**config.mk**
```make
export PLATFORM = sky130hd
export DESIGN_NAME = serial_addsub
export DESIGN_NICKNAME = d
export VERILOG_FILES = /design/src/rtl/serial_addsub_pkg.sv /design/src/rtl/sas_full_adder.sv /design/src/rtl/sas_operand_mux.sv /design/src/rtl/sas_carry_reg.sv /design/src/rtl/serial_addsub.sv
export SDC_FILE = /design/constraint.sdc
export NUM_CORES = 1
export LEC_CHECK = 0
export ABC_AREA = 1
export BUFFER_PORTS_ARGS = -buffer_cell sky130_fd_sc_hd__buf_2
export CAP_MARGIN = 20
export CELL_PAD_IN_SITES_DETAIL_PLACEMENT = 1
export CELL_PAD_IN_SITES_GLOBAL_PLACEMENT = 2
export CORE_AREA = 2 2 39 41
export CTS_BUF_LIST = sky130_fd_sc_hd__clkbuf_4
export CTS_CLUSTER_DIAMETER = 200
export CTS_CLUSTER_SIZE = 14
export DETAILED_ROUTE_END_ITERATION = 12
export DIE_AREA = 0 0 41 43
export GPL_ROUTABILITY_DRIVEN = 1
export GPL_TIMING_DRIVEN = 0
export PLACE_DENSITY = 0.63
export RECOVER_POWER = 50
export SLEW_MARGIN = 30
export SYNTH_ARGS = -nofsm -noshare
export SYNTH_HDL_FRONTEND = slang
export SYNTH_HIERARCHICAL = 1
export SYNTH_SLANG_ARGS = --single-unit
export TNS_END_PERCENT = 10
```
**constraint.sdc**
```tcl
create_clock -name clk -period 1.9 [get_ports clk]
set_input_delay 0 -clock clk [delete_from_list [all_inputs] [get_ports clk]]
set_output_delay 0 -clock clk [all_outputs]
set_load 0.01 [all_outputs]
```
**src/rtl/serial_addsub_pkg.sv**
```systemverilog
package serial_addsub_pkg;

   typedef enum logic {
      OP_ADD = 1'b0,
      OP_SUB = 1'b1
   } sas_op_e;

   // adder cell implementation variants
   localparam int SAS_FA_GATE  = 0;
   localparam int SAS_FA_HALVES = 1;

endpackage

```
**src/rtl/sas_full_adder.sv**
```systemverilog
module sas_full_adder #(
   parameter int STYLE = 0
) (
   input  logic x_i,
   input  logic y_i,
   input  logic ci_i,
   output logic s_o,
   output logic co_o
);
   import serial_addsub_pkg::*;

   generate
      if (STYLE == SAS_FA_GATE) begin : g_gate
         assign s_o  = x_i ^ y_i ^ ci_i;
         assign co_o = (x_i & y_i) | (x_i & ci_i) | (y_i & ci_i);
      end else if (STYLE == SAS_FA_HALVES) begin : g_halves
         logic p, g, g2;
         assign p    = x_i ^ y_i;
         assign g    = x_i & y_i;
         assign s_o  = p ^ ci_i;
         assign g2   = p & ci_i;
         assign co_o = g | g2;
      end else begin : g_bad
         $error("sas_full_adder: unsupported STYLE %0d", STYLE);
      end
   endgenerate

endmodule

```
**src/rtl/sas_operand_mux.sv**
```systemverilog
module sas_operand_mux (
   input  logic b_i,
   input  logic inv_i,
   output logic b_eff_o
);
   // 2:1 selection between the true and complemented operand bit
   always_comb begin
      if (inv_i) b_eff_o = ~b_i;
      else       b_eff_o = b_i;
   end
endmodule

```
**src/rtl/sas_carry_reg.sv**
```systemverilog
module sas_carry_reg (
   input  logic clk,
   input  logic rst,
   input  logic prime_i,
   input  logic prime_val_i,
   input  logic co_i,
   output logic ci_o
);
   logic carry_q;

   always_ff @(posedge clk) begin
      if (rst) carry_q <= 1'b0;
      else     carry_q <= co_i;
   end

   // on a start cycle the stored carry is replaced by the priming value
   assign ci_o = prime_i ? prime_val_i : carry_q;


   carry_reset_chk: assert property (@(posedge clk) rst |=> !carry_q);

endmodule

```
**src/rtl/serial_addsub.sv**
```systemverilog
module serial_addsub #(
   parameter int WORD_W   = 8,
   parameter int FA_STYLE = 0
) (
   input  logic clk,
   input  logic rst,
   input  logic start_i,
   input  logic last_i,
   input  logic op_i,
   input  logic a_i,
   input  logic b_i,
   output logic sum_o,
   output logic ovf_o,
   output logic done_o
);
   import serial_addsub_pkg::*;

   localparam int IDX_W = (WORD_W > 2) ? $clog2(WORD_W) : 1;
   localparam logic [IDX_W-1:0] LAST_IDX = IDX_W'(WORD_W - 1);

   generate
      if (WORD_W < 2) begin : g_chk_w
         $error("serial_addsub: WORD_W must be at least 2, got %0d", WORD_W);
      end
   endgenerate

   sas_op_e    op_q;
   sas_op_e    op_eff;
   logic       b_eff;
   logic       cin;
   logic       cout;
   logic       s_bit;
   logic       ovf_q;
   logic       done_q;
   logic [IDX_W-1:0] idx_q;

   // operation held for the word, taken live on the start cycle
   assign op_eff = start_i ? sas_op_e'(op_i) : op_q;

   always_ff @(posedge clk) begin
      if (rst)          op_q <= OP_ADD;
      else if (start_i) op_q <= sas_op_e'(op_i);
   end

   sas_operand_mux u_bmux (
      .b_i     (b_i),
      .inv_i   (op_eff == OP_SUB),
      .b_eff_o (b_eff)
   );

   sas_carry_reg u_carry (
      .clk         (clk),
      .rst         (rst),
      .prime_i     (start_i),
      .prime_val_i (op_i),
      .co_i        (cout),
      .ci_o        (cin)
   );

   sas_full_adder #(.STYLE(FA_STYLE)) u_fa (
      .x_i  (a_i),
      .y_i  (b_eff),
      .ci_i (cin),
      .s_o  (s_bit),
      .co_o (cout)
   );

   assign sum_o = s_bit;

   // sign check taken on the most significant bit slot
   always_ff @(posedge clk) begin
      if (rst) begin
         ovf_q  <= 1'b0;
         done_q <= 1'b0;
      end else begin
         done_q <= last_i;
         if (last_i) ovf_q <= (a_i == b_eff) && (s_bit != a_i);
      end
   end

   assign ovf_o  = ovf_q;
   assign done_o = done_q;

   // bit position inside the current word, used to check framing
   always_ff @(posedge clk) begin
      if (rst)          idx_q <= '0;
      else if (start_i) idx_q <= IDX_W'(1);
      else              idx_q <= idx_q + IDX_W'(1);
   end


   state_reset_chk: assert property (@(posedge clk)
      rst |=> (!done_q && !ovf_q && op_q == OP_ADD));


   carry_prime_chk: assert property (@(posedge clk) disable iff (rst)
      start_i |-> (cin == op_i));


   op_hold_chk: assert property (@(posedge clk) disable iff (rst)
      !start_i |=> $stable(op_q));


   ovf_hold_chk: assert property (@(posedge clk) disable iff (rst)
      !last_i |=> $stable(ovf_q));


   done_pulse_chk: assert property (@(posedge clk) disable iff (rst)
      last_i |=> done_q);


   done_idle_chk: assert property (@(posedge clk) disable iff (rst)
      !last_i |=> !done_q);


   frame_len_chk: assert property (@(posedge clk) disable iff (rst)
      last_i |-> (!start_i && idx_q == LAST_IDX));

endmodule

```
==> summary.md <==
| Metric | Value |
|---|---|
| Syn Inst Count | `32` |
| IO Pins | `10` |
| Vias | `223` |
| Reg-to-reg startpoint | `op_q$_SDFF_PP0_` |
| WL/cell | `8.016 µm` |
| Post-DP HPWL | `415.7 µm` |
| Fmax | `0.6422 GHz` |
| Syn nets | `40` |
| Seq/Total Area, Yosys | `0.3902` |
| Most common cell after layout, fill and taps aside | `nand2_1` |
| Finished layout cell area | `300.3 µm²` |
| Hold WC Path Type | `input port to register` |
| Critical path class | `register to register` |
| Number of max-cap violations | `0` |
| Fillers | `180` |
| Final Critical Period | `1.557 ns` |
| RSZ-0062 raised after global routing | `false` |
| WP data arrival | `1.69 ns` |
| Mapped Area | `205.2 µm²` |
| Post-Route WL | `around 500 µm` |
| Fin crit share | `0.8195` |
| Most frequent cells in the layout | `11 x nand2_1, 8 x inv_1, 7 x buf_2, 5 x nor2_1, 4 x dfxtp_1` |
| Core area | `1384 µm²` |
| CP Launch Point | `op_q$_SDFF_PP0_` |
| Crit Reg-Reg Endpoint | `ovf_o$_SDFFE_PP0P_` |
| GR Util All Layers | `0.07035` |
| Clock root cell | `clkbuf_4` |
| Status | `completed` |
| Row cnt | `14` |
| Critical path launch point type | `register` |
| Initial antenna violation count | `0` |
| Total CTS buffers | `3` |
| FF+latch area | `80.08 µm²` |
| CP endpoint kind | `register` |
| Worst hold margin | `around 0.014 ns` |
| Post-placement cell count | `57` |
| Largest net degree at the start of global routing | `5` |
| TritonRoute pass-1 iters | `1` |
| Final Hold Fails | `0` |
| Worst R2R Setup Slack | `0.34 ns` |
| Power Total | `0.0002452 W` |
| Area of the multi-input gates | `95.09 µm²` |
| Final setup violation count | `0` |
| Placed cell areas | `270.3 µm²` |
| Leakage | `0.1767 nW` |
| Vias in the first global route | `202` |
| Antenna Nets Post-Route | `0` |
| Via/cell ratio | `3.656` |
| Die Y | `~43 µm` |
| # port buffers | `9` |
| H-tree levels | `1` |
| TritonCTS clock tree | `done` |
| Bufs on Longest Clock Path | `2` |
| Die width | `about 40 µm` |
| Worst-path maximum fanout | `3` |
| Synth-to-Final Area Change | `46.34%` |
| Ratio of cells with drive above 1 in the final layout | `0.2222` |
| Area of the die | `1763 µm²` |
| Starting Density | `0.1483` |
| Synth warn | `6` |
| Netlist cell types | `7` |
| Final weighted congestion in routability-driven placement | `approximately 0.57` |
| Clock slew at reported path FFs | `0.04 ns` |
| Detailed-route DRC error count | `0` |
| Skew final | `roughly 0.0042 ns` |
| Rel. slew slack | `0.8807` |
| Clock sink total | `4` |
| FF-to-FF path depth | `11` |
| Cell area power density | `around 820 nW/µm²` |
| Critical Path End | `ovf_o$_SDFFE_PP0P_` |
| Worst-skew pair later-pin latency | `0.23 ns` |
| Number of synthesized register bits | `4` |
| Final cell count without fillers | `61` |
| Worst Hold Path Cells | `3` |
| Wire length of the first global-routing pass | `slightly above 700 µm` |
| Final slew viol count | `0` |
| Final #Nets | `55` |
| Max IR drop VDD | `around 0.2 mV` |
| CP required | `2.03 ns` |
| Initial DRC Count | `0` |
| GRT overflow | `0` |
| Slew at the pin closest to its max-slew limit | `between 0.15 and 0.2 ns` |
| Synth Area per Inst | `about 6.4 µm²` |
| Final setup TNS | `0 ns` |
| Antenna Cells | `0` |
-- how the worst min path moves through the flow --
stage / startpoint / end / slack [ns]
2_1_floorplan: rst / op_q$_SDFF_PP0_ / 0.07
3_3_place_gp: rst / u_carry/carry_q$_SDFF_PP0_ / 0.22
3_5_place_dp: rst / op_q$_SDFF_PP0_ / 0.23
4_1_cts: last_i / done_o$_SDFF_PP0_ / 0.01
5_1_grt: last_i / done_o$_SDFF_PP0_ / 0.03
6_report: last_i / done_o$_SDFF_PP0_ / 0.01
-- through the flow --
stage	utilization	setup WS [ns]
4_1_cts	0.2188	0.3044
3_5_place_dp	0.1953	0.3199
3_3_place_gp	0.1953	0.3440
5_1_grt	0.2170	0.1963
6_report	0.2170	0.3429
2_1_floorplan	-	0.3767
-- cell usage after synthesis --
cell | number | area [µm²]
a21oi_1 | 1 | 5.000
dfxtp_1 | 4 | 80.08
fa_1 | 1 | 20.02
inv_1 | 8 | 30.03
nand2_1 | 11 | 41.29
nand3_1 | 2 | 10.01
nor2_1 | 5 | 18.77
-- routing by layer --
layer	up-vias	track usage	part of all wire	routed length, µm
met1	98	0.04839	0.36	177
met4	0	0.1200	0.045	22
li1	117	-	-	-
met5	-	0	0	0
met2	6	0.1063	0.54	264
met3	2	0.01571	0.051	25
-- what timing repair did --
action,in CTS,in global routing
buffers inserted,0,0
endpoints found under the hold margin,2,0
gates resized for setup,0,0
hold buffers,1,0
-- cells by family (layout without fill, tap and decap cells) --
family / Yosys count / count (layout) / synth area share
AND/OR/NAND/NOR: 18 / 18 / 0.3415
buffers and inverters: 8 / 21 / 0.1463
adder cells (fa/ha/maj): 1 / 1 / 0.09756
flip-flops: 4 / 4 / 0.3903
AO/OA/AOI/OAI: 1 / 1 / 0.02437
-- final cells by class --
type | instances | area share
repair buffers | 10 | 0.1750
clock buffers | 3 | 0.07500
inverters | 8 | 0.1000
flip-flops and latches | 4 | 0.2667
well taps | 16 | 0.06667
multi-input cells | 20 | 0.3167
-- flip-flops by register name (all words and copies together), names as in the netlist --
| register | count |
|---|---|
| done_o | 1 |
| op_q | 1 |
| ovf_o | 1 |
| u_carry/carry_q | 1 |
-- worst max-delay path: stages, from the launching register on --
cell and delay, ns:
dfxtp_1 0.30, nand2_1 0.06, nand2_1 0.07, inv_1 0.04, nand2_1 0.05, nand2_1 0.10, fa_1 0.56, inv_1 0.05
nand3_1 0.06, nand3_1 0.07, nand2_1 0.06, inv_1 0.04
-- report_power, final --
part,internal (W),switching (W)
Sequential,0.0000902,0.00000190
Clock,0.0000704,0.0000313
Combinational,0.0000222,0.0000291
Total,0.000183,0.0000623
No activity file was read; power rests on OpenSTA's default activity.
